`config.mk`:
```
export PLATFORM = sky130hd
export DESIGN_NAME = coinc_readout_ctrl
export DESIGN_NICKNAME = d
export VERILOG_FILES = /design/src/rtl/rdo_pkg.sv /design/src/rtl/rdo_hit_stamp.sv /design/src/rtl/rdo_coinc_fsm.sv /design/src/rtl/rdo_chip_seq.sv /design/src/rtl/coinc_readout_ctrl.sv
export SDC_FILE = /design/constraint.sdc
export NUM_CORES = 1
export LEC_CHECK = 0
export BUFFER_PORTS_ARGS = -buffer_cell sky130_fd_sc_hd__buf_2
export CORE_MARGIN = 2
export CORE_UTILIZATION = 50
export DETAILED_ROUTE_END_ITERATION = 8
export GPL_TIMING_DRIVEN = 0
export PLACE_DENSITY_LB_ADDON = 0.1
export SYNTH_ARGS = -nofsm -noshare
export SYNTH_HDL_FRONTEND = slang
export SYNTH_HIERARCHICAL = 1
export SYNTH_SLANG_ARGS = --single-unit
```
`constraint.sdc`:
```
create_clock -name clk_i -period 5.8 [get_ports clk_i]
set_input_delay 1.16 -clock clk_i [delete_from_list [all_inputs] [get_ports clk_i]]
set_output_delay 1.16 -clock clk_i [all_outputs]
set_load 0.02 [all_outputs]
```
`src/rtl/rdo_pkg.sv`:
```
package rdo_pkg;
  typedef enum logic [1:0] {
    ST_IDLE = 2'd0,
    ST_WAIT = 2'd1,
    ST_READ = 2'd2
  } rdo_state_e;
endpackage

```
`src/rtl/rdo_hit_stamp.sv`:
```
module rdo_hit_stamp #(
  parameter int N_HIT = 36,
  parameter int TDC_W = 16
) (
  input  logic             clk_i,
  input  logic             rst_ni,
  input  logic [N_HIT-1:0] hit_i,
  input  logic             armed_i,
  output logic             ts_valid_o,
  output logic [TDC_W-1:0] ts_o,
  output logic [N_HIT-1:0] ts_hits_o
);
  logic [TDC_W-1:0] fine_cnt_q;
  logic             take;

  assign take = armed_i && (|hit_i);

  always_ff @(posedge clk_i or negedge rst_ni) begin
    if (!rst_ni) fine_cnt_q <= '0;
    else         fine_cnt_q <= fine_cnt_q + TDC_W'(1);
  end

  always_ff @(posedge clk_i or negedge rst_ni) begin
    if (!rst_ni) begin
      ts_valid_o <= 1'b0;
      ts_o       <= '0;
      ts_hits_o  <= '0;
    end else begin
      ts_valid_o <= take;
      if (take) begin
        ts_o      <= fine_cnt_q;
        ts_hits_o <= hit_i;
      end
    end
  end

  AST_TS_NONEMPTY: assert property (@(posedge clk_i) disable iff (!rst_ni)
    ts_valid_o |-> (ts_hits_o != '0));
  AST_TS_ONLY_ARMED: assert property (@(posedge clk_i) disable iff (!rst_ni)
    ts_valid_o |-> $past(armed_i));
endmodule

```
`src/rtl/rdo_coinc_fsm.sv`:
```
module rdo_coinc_fsm
  import rdo_pkg::*;
#(
  parameter int N_CHIPS       = 6,
  parameter int HITS_PER_CHIP = 6,
  parameter int WIN_W         = 8,
  localparam int N_HIT        = N_CHIPS * HITS_PER_CHIP
) (
  input  logic               clk_i,
  input  logic               rst_ni,
  input  logic [N_HIT-1:0]   hit_i,
  input  logic [WIN_W-1:0]   win_len_i,
  input  logic               seq_last_i,
  output rdo_state_e         state_o,
  output logic               start_o,
  output logic [N_CHIPS-1:0] start_mask_o
);
  rdo_state_e       state_q;
  logic [N_HIT-1:0] acc_q, acc_nxt;
  logic [WIN_W-1:0] win_cnt_q;
  logic [WIN_W:0]   cnt_p1;
  logic             coinc, win_expire;

  assign acc_nxt    = acc_q | hit_i;
  assign coinc      = $countones(acc_nxt) >= 2;
  assign cnt_p1     = {1'b0, win_cnt_q} + (WIN_W+1)'(1);
  assign win_expire = cnt_p1 >= {1'b0, win_len_i};
  assign start_o    = (state_q != ST_READ) && coinc;
  assign state_o    = state_q;

  for (genvar c = 0; c < N_CHIPS; c++) begin : g_chip_mask
    assign start_mask_o[c] = |acc_nxt[c*HITS_PER_CHIP +: HITS_PER_CHIP];
  end

  always_ff @(posedge clk_i or negedge rst_ni) begin
    if (!rst_ni) begin
      state_q   <= ST_IDLE;
      acc_q     <= '0;
      win_cnt_q <= '0;
    end else begin
      unique case (state_q)
        ST_IDLE: begin
          if (coinc) begin
            state_q <= ST_READ;
            acc_q   <= '0;
          end else if (|hit_i) begin
            state_q   <= ST_WAIT;
            acc_q     <= hit_i;
            win_cnt_q <= '0;
          end
        end
        ST_WAIT: begin
          if (coinc) begin
            state_q <= ST_READ;
            acc_q   <= '0;
          end else if (win_expire) begin
            state_q <= ST_IDLE;
            acc_q   <= '0;
          end else begin
            win_cnt_q <= win_cnt_q + WIN_W'(1);
            acc_q     <= acc_nxt;
          end
        end
        ST_READ: begin
          if (seq_last_i) state_q <= ST_IDLE;
        end
        default: state_q <= ST_IDLE;
      endcase
    end
  end

  AST_WAIT_SINGLE: assert property (@(posedge clk_i) disable iff (!rst_ni)
    (state_q == ST_WAIT) |-> ($countones(acc_q) == 1));
  AST_WIN_BOUND: assert property (@(posedge clk_i) disable iff (!rst_ni)
    (state_q == ST_WAIT) |-> ((win_len_i == '0) || (win_cnt_q < win_len_i)));
  AST_START_MASK: assert property (@(posedge clk_i) disable iff (!rst_ni)
    start_o |-> (start_mask_o != '0));
  AST_READ_EXIT: assert property (@(posedge clk_i) disable iff (!rst_ni)
    (state_q == ST_READ && seq_last_i) |=> (state_q == ST_IDLE));
endmodule

```
`src/rtl/rdo_chip_seq.sv`:
```
module rdo_chip_seq #(
  parameter int N_CHIPS     = 6,
  parameter int CH_PER_CHIP = 16,
  parameter int SLOT_CYC    = 4,
  localparam int CH_W       = $clog2(CH_PER_CHIP),
  localparam int SLOT_W     = (SLOT_CYC > 1) ? $clog2(SLOT_CYC) : 1
) (
  input  logic               clk_i,
  input  logic               rst_ni,
  input  logic               start_i,
  input  logic [N_CHIPS-1:0] start_mask_i,
  output logic               busy_o,
  output logic [N_CHIPS-1:0] chip_sel_o,
  output logic [CH_W-1:0]    mux_sel_o,
  output logic               adc_strobe_o,
  output logic               chip_done_o,
  output logic               last_o
);
  logic [N_CHIPS-1:0] rem_q, cur_oh, rem_after;
  logic [CH_W-1:0]    ch_q;
  logic [SLOT_W-1:0]  slot_q;
  logic               active_q, slot_end, chip_end;

  // lowest pending chip goes first
  assign cur_oh    = rem_q & (~rem_q + N_CHIPS'(1));
  assign rem_after = rem_q & ~cur_oh;
  assign slot_end  = active_q && (slot_q == SLOT_W'(SLOT_CYC-1));
  assign chip_end  = slot_end && (ch_q == CH_W'(CH_PER_CHIP-1));
  assign last_o    = chip_end && (rem_after == '0);

  assign busy_o       = active_q;
  assign chip_sel_o   = active_q ? cur_oh : '0;
  assign mux_sel_o    = ch_q;
  assign adc_strobe_o = slot_end;
  assign chip_done_o  = chip_end;

  always_ff @(posedge clk_i or negedge rst_ni) begin
    if (!rst_ni) begin
      active_q <= 1'b0;
      rem_q    <= '0;
      ch_q     <= '0;
      slot_q   <= '0;
    end else if (start_i) begin
      active_q <= 1'b1;
      rem_q    <= start_mask_i;
      ch_q     <= '0;
      slot_q   <= '0;
    end else if (active_q) begin
      if (slot_end) begin
        slot_q <= '0;
        if (chip_end) begin
          ch_q     <= '0;
          rem_q    <= rem_after;
          active_q <= (rem_after != '0);
        end else begin
          ch_q <= ch_q + CH_W'(1);
        end
      end else begin
        slot_q <= slot_q + SLOT_W'(1);
      end
    end
  end

  AST_SEL_ONEHOT: assert property (@(posedge clk_i) disable iff (!rst_ni)
    busy_o |-> $onehot(chip_sel_o));
  AST_STROBE_BUSY: assert property (@(posedge clk_i) disable iff (!rst_ni)
    adc_strobe_o |-> busy_o);
  AST_NO_RESTART: assert property (@(posedge clk_i) disable iff (!rst_ni)
    start_i |-> !active_q);
  AST_CHIP_ASCEND: assert property (@(posedge clk_i) disable iff (!rst_ni)
    (chip_done_o && !last_o) |=> (chip_sel_o > $past(chip_sel_o)));
  AST_MUX_HELD: assert property (@(posedge clk_i) disable iff (!rst_ni)
    (busy_o && $past(busy_o) && !$past(adc_strobe_o)) |-> $stable(mux_sel_o));
  AST_DONE_STROBE: assert property (@(posedge clk_i) disable iff (!rst_ni)
    chip_done_o |-> (adc_strobe_o && mux_sel_o == CH_W'(CH_PER_CHIP-1)));
endmodule

```
`src/rtl/coinc_readout_ctrl.sv`:
```
module coinc_readout_ctrl
  import rdo_pkg::*;
#(
  parameter int N_CHIPS       = 6,
  parameter int HITS_PER_CHIP = 6,
  parameter int CH_PER_CHIP   = 16,
  parameter int SLOT_CYC      = 4,
  parameter int TDC_W         = 16,
  parameter int WIN_W         = 8,
  localparam int N_HIT        = N_CHIPS * HITS_PER_CHIP,
  localparam int CH_W         = $clog2(CH_PER_CHIP)
) (
  input  logic               clk_i,
  input  logic               rst_ni,
  input  logic [N_HIT-1:0]   hit_i,
  input  logic [WIN_W-1:0]   win_len_i,
  output logic               hold_o,
  output logic               busy_o,
  output logic               ts_valid_o,
  output logic [TDC_W-1:0]   ts_o,
  output logic [N_HIT-1:0]   ts_hits_o,
  output logic [N_CHIPS-1:0] chip_sel_o,
  output logic [CH_W-1:0]    mux_sel_o,
  output logic               adc_strobe_o,
  output logic               chip_done_o
);
  rdo_state_e         state;
  logic               start, seq_last, armed;
  logic [N_CHIPS-1:0] start_mask;

  assign armed  = (state != ST_READ);
  assign hold_o = (state != ST_IDLE);

  rdo_hit_stamp #(.N_HIT(N_HIT), .TDC_W(TDC_W)) u_stamp (
    .clk_i      (clk_i),
    .rst_ni     (rst_ni),
    .hit_i      (hit_i),
    .armed_i    (armed),
    .ts_valid_o (ts_valid_o),
    .ts_o       (ts_o),
    .ts_hits_o  (ts_hits_o)
  );

  rdo_coinc_fsm #(.N_CHIPS(N_CHIPS), .HITS_PER_CHIP(HITS_PER_CHIP), .WIN_W(WIN_W)) u_fsm (
    .clk_i        (clk_i),
    .rst_ni       (rst_ni),
    .hit_i        (hit_i),
    .win_len_i    (win_len_i),
    .seq_last_i   (seq_last),
    .state_o      (state),
    .start_o      (start),
    .start_mask_o (start_mask)
  );

  rdo_chip_seq #(.N_CHIPS(N_CHIPS), .CH_PER_CHIP(CH_PER_CHIP), .SLOT_CYC(SLOT_CYC)) u_seq (
    .clk_i        (clk_i),
    .rst_ni       (rst_ni),
    .start_i      (start),
    .start_mask_i (start_mask),
    .busy_o       (busy_o),
    .chip_sel_o   (chip_sel_o),
    .mux_sel_o    (mux_sel_o),
    .adc_strobe_o (adc_strobe_o),
    .chip_done_o  (chip_done_o),
    .last_o       (seq_last)
  );

  AST_BUSY_HOLD: assert property (@(posedge clk_i) disable iff (!rst_ni)
    busy_o |-> hold_o);
  AST_BUSY_MATCH: assert property (@(posedge clk_i) disable iff (!rst_ni)
    busy_o == (state == ST_READ));
endmodule

```
**Word-level counts from Yosys, hierarchy flattened**

Index checks and enable logic that the tools add are counted.

- Flip-flop bits (word level): 128
- Input port bits: 46
- Output and inout bits: 67
- Word-level logic and storage cells: 128

- Add/sub/neg operators: 41
- Magnitude comparators: 2
- Equality and inequality tests: 12
- Multiplexer cells: 32
- Bitwise operators: 5
- Reduce and logical (&&, ||, !) cells: 25

Operators with widths:

| cell | number |
|---|---|
| adder 32 bit | 17 |
| two-way mux 36 bit | 4 |
| case mux 36 bit (2 select lines) | 1 |
| adder 1 x 1 -> 2 bit | 18 |
| OR 36 bit | 1 |
| OR reduction 36 bit | 1 |
| OR reduction 6 bit | 6 |
| greater-or-equal comparator 32 x 3 -> 1 bit (second input constant) | 1 |
| two-way mux 8 bit | 4 |
| two-way mux 6 bit | 5 |
| adder 16 x 1 -> 16 bit (second input constant) | 1 |
| two-way mux 2 bit | 8 |
| two-way mux 4 bit | 4 |
| case mux 8 bit (2 select lines) | 1 |
| bitwise AND 6 bit | 2 |
| inverter 6 bit | 2 |
| != test 2 bit (second input constant) | 5 |
| nonzero test 2 bit | 5 |
| adder 8 x 1 -> 9 bit (second input constant) | 1 |
| greater-or-equal comparator 9 x 8 -> 1 bit | 1 |
| adder 8 x 1 -> 8 bit (second input constant) | 1 |
| adder 6 x 1 -> 6 bit (second input constant) | 1 |
| logical NOT 6 bit | 1 |
| != test 3 x 1 -> 1 bit (second input constant) | 2 |
| other kinds (14) | 24 |

**Longest topological paths before layout**

Gate-level depths: netlist of the first run.

- Depth in word-level cells: 11
- Depth in mapped cells: 22
- Depth with buffers taken out: 21

**Modules after synthesis**

Netlist of the first run, hierarchy kept.

By module, submodules not included:

| module | instances | cells each | area an instance (um^2) | sequential area each (um^2) |
|---|---|---|---|---|
| rdo_coinc_fsm | 1 | 318 | 3245.6 | 1151.1 |
| rdo_hit_stamp | 1 | 180 | 2692.6 | 1726.7 |
| rdo_chip_seq | 1 | 82 | 732.0 | 325.3 |
| coinc_readout_ctrl | 1 | 2 | 12.5 | 0.0 |

**Worst setup path before layout of the first run**

Ideal clock, no wire load.

- Path type: input to register
- Start point: input hit_i[23]
- End point: register u_fsm.win_cnt_q[4]
- Library setup time: 96 ps
- Arrival time: 6909 ps
- Path slack: -1205 ps
- Stages: 20
- Path buffers: 0
- Cells stage by stage: or2_2 > fa_1 > fa_1 > inv_1 > fa_1 > inv_1 > fa_1 > fa_1 > inv_1 > fa_1 > inv_1 > ha_1 > inv_1 > fa_1 > nand2_1 > or4_4 > or2_4 > or3_4 > or3_4 > o31ai_1

- Word-level cells in the longest chain between the ends: 10
- Elaborated cells on any way between the ends: 13
- Classes of those cells: 6 x add/sub; 1 x order compare; 3 x eq/ne; 1 x bitwise; 2 x reduce/logical

RTL lines:

| what | line | text |
|---|---|---|
| from (decl) | coinc_readout_ctrl.sv:15 | `input logic [N_HIT-1:0] hit_i,` |
| OR 36 bit | rdo_coinc_fsm.sv:24 | `assign acc_nxt = acc_q \| hit_i;` |
| adder 1 x 1 -> 2 bit (implied by the code) | rdo_coinc_fsm.sv:25 | `assign coinc = $countones(acc_nxt) >= 2;` |
| adder 32 bit (implied by the code) (5 in series) | rdo_coinc_fsm.sv:25 |  |
| greater-or-equal comparator 32 x 3 -> 1 bit | rdo_coinc_fsm.sv:25 |  |
| != test 2 bit (no source line) | n/a |  |
| AND reduction 5 bit (no source line) (*) | n/a |  |
| to (signal assigned) | rdo_coinc_fsm.sv:60 | `win_cnt_q <= win_cnt_q + WIN_W'(1);` |
| to (decl) | rdo_coinc_fsm.sv:20 | `logic [WIN_W-1:0] win_cnt_q;` |

Mark *: on every way between the ends. The rest lies on a longest branch, timed or not.
A chain may end at the register's enable or synchronous reset.

**Final worst setup path of the first run**

- Start point: input hit_i[27]
- End point: register u_fsm.win_cnt_q[3]

The elaborated chain is that of the path after synthesis.

==> results of run 1 <==
==> registers in the layout, summed over array words and instances (netlist names), 2 cells and up <==
register,count
u_seq/slot_q,2
u_seq/mux_sel_o,4
u_fsm/state_o,2
u_fsm/acc_q,36
u_stamp/fine_cnt_q,16
u_seq/rem_q,6
u_stamp/ts_hits_o,36
u_fsm/win_cnt_q,8
u_stamp/ts_o,16
==> cell families after synthesis <==
family                     share of synthesized area (%)
xor gates and xnor gates                            2.88
and+or+nand+nor                                     13.3
muxes                                               7.04
buffers and inverters                               4.83
adders and majority gates                           12.5
AOI/OAI and AO/OA                                   11.5
DFF                                                 47.9
==> power groups by stage <==
stage / Clock (W) / Sequential [W] / Combinational [W]
6_report: 0.00110 / 0.00127 / 0.00286
3_5_place_dp: 0 / 0.00139 / 0.00414
4_1_cts: 0.00112 / 0.00129 / 0.00308
5_1_grt: 0.00116 / 0.00130 / 0.00312
3_3_place_gp: 0 / 0.00137 / 0.00398
2_1_floorplan: 0 / 0.00156 / 0.00294
==> layout by cell type (no fill, tap or decap), drive strengths merged, types with 2 or more instances in the layout <==
cell type  Yosys  final
xor2           8      8
nand3         13     13
a211oi         2      2
a22o          48     48
buf           12    150
and3           5      5
inv           53     53
mux2          40     40
nand2         28     28
ha            21     21
mux2i          2      2
clkbuf         9     31
or2           19     19
nor3          10     10
or4            2      2
nor4          19     19
bufinv         0      3
o41ai          3      3
or3            5      5
a31oi          6      6
o21ai         16     16
dfrtp        128    128
nor2b          2      2
nand2b         6      6
fa            28     28
o31ai          8      8
nor2          41     41
nand4         14     14
a21oi          8      8
clkinvlp       0      2
clkinv         0      5
xnor2         14     14
==> what timing repair did <==
| item | 4_1_cts | 5_1_grt |
|---|---|---|
| resized for setup | 69 | 32 |
| gates cloned | 4 | 0 |
| buffers inserted | 17 | 7 |
| endpoints found under the setup margin | 59 | 59 |
| hold endpoints to repair | 0 | 0 |
| pin swaps | 50 | 12 |
==> final cells by class <==
type / count / area [um^2] / share of cell area (%)
plain buffers: 21 / 208 / 2.38
clock inverters: 10 / 134 / 1.53
multi-input cells: 380 / 3360 / 38.4
clock buffers: 21 / 480 / 5.50
repair buffers: 139 / 931 / 10.7
well taps: 176 / 220 / 2.52
inverters: 53 / 199 / 2.28
flip-flops and latches: 128 / 3200 / 36.7
==> final timing paths <==
kind,from,end,slack [ps],cells after the start
setup / recovery,hit_i[27],u_fsm/win_cnt_q[3],-890,21
hold / removal,u_stamp/fine_cnt_q[8],u_stamp/fine_cnt_q[8],490,1
setup reg to reg,u_fsm/acc_q[23],u_fsm/win_cnt_q[3],-450,20
hold reg to reg,u_stamp/fine_cnt_q[8],u_stamp/fine_cnt_q[8],490,1
max in group asynchronous,rst_ni,u_fsm/acc_q[33],4400,2
min in group asynchronous,rst_ni,u_fsm/win_cnt_q[6],650,1
==> metrics by stage <==
stage / setup slack [ps] / cell area [um^2]
3_3_place_gp: -1570 / 7490
4_1_cts: -853 / 8570
2_1_floorplan: -988 / 6710
5_1_grt: -1050 / 8730
3_5_place_dp: -1580 / 7520
6_report: -895 / 8730
==> worst max-delay path, stage by stage <==
cell                      delay (ps)
sky130_fd_sc_hd__buf_4           140
sky130_fd_sc_hd__or2_4           240
sky130_fd_sc_hd__fa_1            450
sky130_fd_sc_hd__fa_1            490
sky130_fd_sc_hd__inv_1            50
sky130_fd_sc_hd__fa_1            470
sky130_fd_sc_hd__inv_1            60
sky130_fd_sc_hd__fa_1            470
sky130_fd_sc_hd__fa_1            550
sky130_fd_sc_hd__inv_2            40
sky130_fd_sc_hd__fa_1            430
sky130_fd_sc_hd__inv_1            70
sky130_fd_sc_hd__ha_2            180
sky130_fd_sc_hd__inv_2            40
sky130_fd_sc_hd__fa_1            480
sky130_fd_sc_hd__nand2_1          60
sky130_fd_sc_hd__or4_4           430
sky130_fd_sc_hd__or2_4           280
sky130_fd_sc_hd__or3_4           390
sky130_fd_sc_hd__or3_4           380
sky130_fd_sc_hd__o31ai_4         180
==> routing by layer <==
metal | vias up | share of wire [%] | wire length, um
met5 | - | 0 | 0
met4 | 0 | 1.4 | 243
met3 | 19 | 5.5 | 926
met2 | 130 | 50 | 8420
met1 | 2571 | 43 | 7240
li1 | 2378 | - | -
==> flow_results.org, run 1 <==
** Job
- MaxCap Viol Count :: 0

** Worst setup path
- Arrival time at the worst endpoint :: 7020 ps
- Crit start category :: input pin
- Maximum fanout along the worst path :: 5
- CP Class :: in2reg
- Crit path capture type :: flip-flop
- At the worst endpoint, the required time is 6120 ps.

** Clock network
- Insertion delay to the later sink of the worst-skew pair :: 420 ps
- Maximum buffer depth of the clock tree :: 2
- TritonCTS clock tree :: yes
- Number of buffers inserted for hold repair after clock tree synthesis :: 0
- Clock tree synthesis selected as its root buffer the cell sky130_fd_sc_hd__clkbuf_16.
- The number of clock buffers added by TritonCTS is 17.
- The H-tree generated during clock tree synthesis spans 4 levels.
- Register clock-pin slew on the reported worst setup and hold paths :: 50 ps
- Clock tree sinks :: 128

** Global routing
- Maximum number of pins on one net before global-route repair :: 92
- Global routing finished with a remaining overflow of 0.
- For met3 alone, demand over resource in global routing was 5.51%.
- Global routing used 24.5% of the available tracks across all layers.
- Most utilized layer in the global route result :: met2
- Global-route wire length before repair :: 27000 um
- In the global route stage, met2 resource usage came out at 40.1%.
- Number of antenna violations at the first check in global routing :: 0
- Met1 capacity usage during global routing :: 31.6%
- Vias in the first global route :: 5309

** Synthesis
- Leading cell types by total area after synthesis :: sky130_fd_sc_hd__dfrtp_1 48%, sky130_fd_sc_hd__fa_1 8.4%, sky130_fd_sc_hd__a22o_1 6.3%, sky130_fd_sc_hd__mux2_2 6.2%, sky130_fd_sc_hd__ha_1 3.9%
- Synthesis produced a netlist whose cell count is 582.
- The Yosys step of the flow raised 6 warnings.
- Counting flops with an async set or reset pin after synthesis yields a share of 100%.
- Register bit count reported by yosys :: 128
- The largest total area in the synthesized netlist belongs to sky130_fd_sc_hd__dfrtp_1.
- Top-count cell post-synth :: sky130_fd_sc_hd__dfrtp_1
- Mean area per synthesized cell :: 11.5 um^2
- Post-synth top area share :: 47.9%
- Most common flop cell mapped by yosys :: sky130_fd_sc_hd__dfrtp_1
- Counting distinct cell types in the post-synthesis netlist gives 54.
- Number of synthesized flops with an enable pin :: 0
- When the netlist entered floorplanning its net count stood at 677.
- Area of the mapped netlist :: 6680 um^2
- Sequential cell area fraction in the yosys report :: 47.9%
- Commonest cells post-synth :: 128 x sky130_fd_sc_hd__dfrtp_1, 53 x sky130_fd_sc_hd__inv_1, 48 x sky130_fd_sc_hd__a22o_1

** Detailed routing
- Via total after detailed routing :: 5098
- Remaining design rule violation count :: 0
- Dividing the detail-routed via count by the number of cells gives 5.49.
- Before antenna repair, the detailed router went through 4 iterations.
- Routed length per placed instance :: 18.1 um
- Iter 0 DRT Violations :: 322
- The final layout contains routed wiring with a total length of 16800 um.
- The detail route stage leaves a number of antenna-violating nets equal to 0.

** Floorplan
- For this configuration, the core starts out at a cell density of 50.9%.
- The die covers 14300 um^2.
- In this run the vertical extent of the chip is 120 um.
- The floorplan step defined a core boundary enclosing 13100 um^2.
- Pin placement for this block handled 113 I/O pins.
- After floorplanning, the core was divided into 42 placement rows.
- The die is 120 um wide.

** Cells and area
- For this run, the share of the core covered by cells in the final layout is 66.5%.
- Fillers :: 1048
- The net count of the finished layout is 835.
- Area growth from synthesis to layout :: 30.6%
- The post-route netlist has 37.4% of its cells at a drive strength greater than 1.
- Total inserted antenna cells :: 0
- The finished layout holds 928 standard cells, fillers aside.

** Timing
- Achievable frequency :: 149 MHz
- The worst pin sits at a relative slew slack of 48.1%.
- Setup repair after global routing could not meet its margin everywhere.
- Adding up every negative setup slack in the final design gives -44440 ps.
- Setup violations remaining at the end of the flow were counted as 59.
- Tmin final :: 6690 ps
- Worst slew pin tran :: 773 ps
- Worst Slack Setup Final :: -895 ps
- The final hold violation count was 0.
- On the final layout, the worst clock skew is 14.7 ps.
- The total count of max-transition violations in the final report was 0.
- Post-route worst hold slack :: 486 ps
- Final cycle utilization of the critical path :: 115%

** Power
- For this design the total switching power over the nets is 0.00206 W.
- The worst-case IR drop observed on VDD is 0.306 mV.
- PwrDens :: 599 nW/um^2
- The internal portion of the total power is 0.00317 W.
- The completed layout was analyzed and its total power is 0.00523 W.
- Combinational share of power :: 54.7%
- Sequential Power Share :: 24.2%
- The clock network burns 21.1% of the power.
- The analysis attributes to cell leakage a power of 4.25 nW.
- Net switching is 39.4% of the power.

** Place
- Counting tap cells, the placed design contains a total of 871 instances.
- Global placement routability congestion :: 0.843
- Port buffering added 112 buffers.
- Post-DP HPWL :: 11700 um

** Status
- The final reports fail on setup timing.
- The flow ran to the end, but the final reports show violations.

** Hold path
- Path category of the worst min-delay check :: reg2reg
Note: power is estimated with default switching activity, not from simulation.
==> run 2: changes to the inputs <==
- PLACE_DENSITY: default -> 0.86
- PLACE_DENSITY_LB_ADDON: 0.1 -> default
==> flow_results.org, run 2 (synthesis gave the netlist of run 1 again) <==
** Status
- Result of the run :: finished with violations
- The checks that failed: setup timing.

** Worst setup path
- Most used cell along the critical path :: sky130_fd_sc_hd__fa_1
- The arrival time reported for the critical path endpoint is 7170 ps (+150 ps).
- Crit path max-delay cell type :: sky130_fd_sc_hd__fa_1
- Crit path capture type :: flip-flop
- The flop-to-flop setup slack came to -600 ps (-150 ps).
- Worst r2r src :: u_fsm/acc_q[29]
- The signal on the critical path passes through buf_2, nor2_1, fa_1, fa_1, inv_1, fa_1, inv_1, fa_1, inv_1, fa_1, inv_2, fa_1, inv_1, ha_2, inv_2, fa_1, nand2_1, or4_4, or2_4, or3_4, or3_4, o31ai_4.
- Endpoint of the worst-slack reg-to-reg timing path :: u_fsm/win_cnt_q[4]
- The maximum fanout along the worst path was 6 (+1).
- Required time of the worst setup path :: 6120 ps (about the same)
- The largest stage delay on the critical path is 560 ps (about the same).
- The critical path is of the in2reg type.
- The worst reg2reg path depth was 21 (+5.0%).
- The worst setup path is launched from an input pin.

** Place
- Global placement routability congestion :: 0.902 (+7.0%)
- The worst slack at placement is -1590 ps (-8.31 ps).
- The count of port buffers added during placement came to 112 (unchanged).
- The post-detailed-placement cell area is 7520 um^2 (unchanged).
- Post-DP HPWL :: 11900 um (+1.1%)

** Job
- The max-cap violation count is 0 (unchanged).

** Timing
- Relative slew slack :: 46.7% (-1.4 points)
- Final number of hold-violating endpoints :: 0 (unchanged)
- Worst Slack Setup Final :: -1050 ps (-156 ps)
- Tmin final :: 6850 ps (+156 ps)
- Final cycle utilization of the critical path :: 118% (+2.7 points)
- Count of endpoints failing setup in the final report :: 59 (unchanged)
- The maximum clock frequency was 146 MHz (-2.3%).
- Setup repair after global routing could not meet its margin everywhere.
- Max Clock Skew :: 8.56 ps (-6.15 ps)
- The setup TNS came to -49080 ps (-4640 ps).
- The worst hold slack across all endpoints came to 490 ps (+3.91 ps).
- The worst-margin pin slew was 794 ps (+20.9 ps).
- Max-slew violation count :: 0 (unchanged)

** Floorplan
- Core outline area :: 13100 um^2 (unchanged)
- The number of placed I/O pins came to 113 (unchanged).
- The y dimension of the die was 120 um (unchanged).
- The die footprint is 14300 um^2 (unchanged).
- The die span in x came to 120 um (unchanged).
- FP Rows :: 42 (unchanged)
- Starting Density :: 50.9% (unchanged)

** Global routing
- Grt total ovfl :: 0 (unchanged)
- Number of antenna violations at the first check in global routing :: 0 (unchanged)
- Maximum number of pins on one net before global-route repair :: 79 (-14%)
- All-Layer GR Usage :: 25.1% (+0.62 points)
- The first-pass GRT wire length came to 27600 um (+2.5%).
- Vias in the first global route :: 5337 (+0.53%)

** Cells and area
- In the final layout, the registers with the most flip-flops are u_fsm/acc_q (36), u_stamp/ts_hits_o (36).
- Leaving out fill and tap cells, the most frequent cells in the layout are 128 x sky130_fd_sc_hd__dfrtp_1, 108 x sky130_fd_sc_hd__buf_2, 51 x sky130_fd_sc_hd__inv_1.
- The number of nets in the final layout was 831 (-0.48%).
- The fraction of final layout cells sized beyond drive strength 1 came to 35.4% (-2.0 points).
- Final cell area excluding filler cells :: 8530 um^2 (-2.3%)
- Most common library cell in the layout ignoring fill and taps :: sky130_fd_sc_hd__dfrtp_1
- The final core utilization came to 64.9% (-1.5 points).
- The antenna diode count is 0 (unchanged).
- Relative to the synthesized area, the layout overhead comes to 27.6%.

** Clock network
- TritonCTS clock tree :: yes
- Cell at the root of the clock tree :: sky130_fd_sc_hd__clkbuf_16
- Insertion delay to the later sink of the worst-skew pair :: 420 ps (about the same)
- The number of sinks on the clock net was 128 (unchanged).
- Maximum buffer depth of the clock tree :: 2 (unchanged)
- The clock-pin slew on the worst setup and hold paths came to 50 ps (about the same).
- TritonCTS Buffers :: 17 (unchanged)
- H-tree level count :: 4 (unchanged)

** Detailed routing
- Via total after detailed routing :: 5266 (+3.3%)
- Remaining antenna violation count after routing :: 0 (unchanged)
- Remaining design rule violation count :: 0 (unchanged)
- Drt first pass iters :: 6 (+2)
- Iter 0 DRT Violations :: 431 (+34%)
- The ratio of routed vias to standard cells is 5.69 (+3.6%).
- The routed length per placed instance was 18.6 um (+2.4%).
- Post-Route WL :: 17200 um (+2.1%)

** Power
- The power density relative to cell area came to 630 nW/um^2 (+5.2%).
- The peak ir drop on the vdd network came to 0.658 mV (+110%).
- The leakage power is 4.18 nW (-1.6%).

** Hold path
- The worst hold path belongs to the class reg2reg.
- The cell depth of the worst hold path came to 1 (unchanged).
- For hold timing, the worst endpoint is u_stamp/ts_hits_o[21].
- The worst hold path begins at u_stamp/ts_hits_o[21].
-- run 2: cell count changes in the layout (fill, tap and decap cells not counted), moves of 4 or more --
| cell | before | now |
|---|---|---|
| sky130_fd_sc_hd__clkbuf_8 | 8 | 4 |
| sky130_fd_sc_hd__buf_4 | 17 | 12 |
| sky130_fd_sc_hd__o21ai_2 | 7 | 2 |
| sky130_fd_sc_hd__nor2_1 | 30 | 34 |
| sky130_fd_sc_hd__nor2_4 | 8 | 3 |
| sky130_fd_sc_hd__buf_2 | 104 | 108 |
-- run 2: worst max path at each step --
stage	startpoint	end	slack [ps]	depth (start not counted)
floorplan	hit_i[27]	u_fsm/win_cnt_q[4]	-990	20
global placement	hit_i[5]	u_fsm/acc_q[3]	-1500	20
detailed placement	hit_i[0]	u_fsm/acc_q[2]	-1590	21
CTS	hit_i[9]	u_fsm/win_cnt_q[4]	-960	19
global route	hit_i[29]	u_fsm/win_cnt_q[4]	-1140	22
finish	hit_i[29]	u_fsm/win_cnt_q[4]	-1050	22
-- run 2: cell type report --
class	instances	area, um^2
plain buffers	21	188
clock buffers	20	457
clock inverters	12	134
fillers	1007	4610
inverters	53	199
multi-input cells	381	3280
flip-flops and latches	128	3200
well taps	176	220
repair buffers	134	853
-- run 2: report_power, final --
part           switching (W)  total, W  internal [W]
combinational        0.00166   0.00303       0.00137
sequential          0.000157   0.00130       0.00114
clock               0.000399   0.00106      0.000657
-- run 2: what timing repair did --
action,CTS,global route
buffers inserted,11,9
endpoints found under the setup margin,59,59
cloned,3,1
gates resized for setup,43,22
hold buffers,0,0
pin swaps,33,21
-- run 2: critical path: cells and delay by family --
family | cells | cell delay (ps)
AO/OA/AOI/OAI | 1 | 250
buffers and inverters | 7 | 500
AND/OR/NAND/NOR | 6 | 1610
adder cells (fa/ha/maj) | 8 | 3640
-- run 2: metrics by stage --
stage                     total power, W  std cells
final                            0.00538        925
after global routing             0.00576        925
after CTS                        0.00723        917
after detailed placement         0.00557        871
after global placement           0.00528        870
after floorplan                  0.00450        582
-- run 2: per-layer routing --
metal  up-vias  wire length [um]  track usage (%)
met3        34              1100             6.89
met1      2655              7220             32.2
li1       2369                 -                -
met5         -                 0                0
met2       208              8520             41.7
met4         0               357             8.16
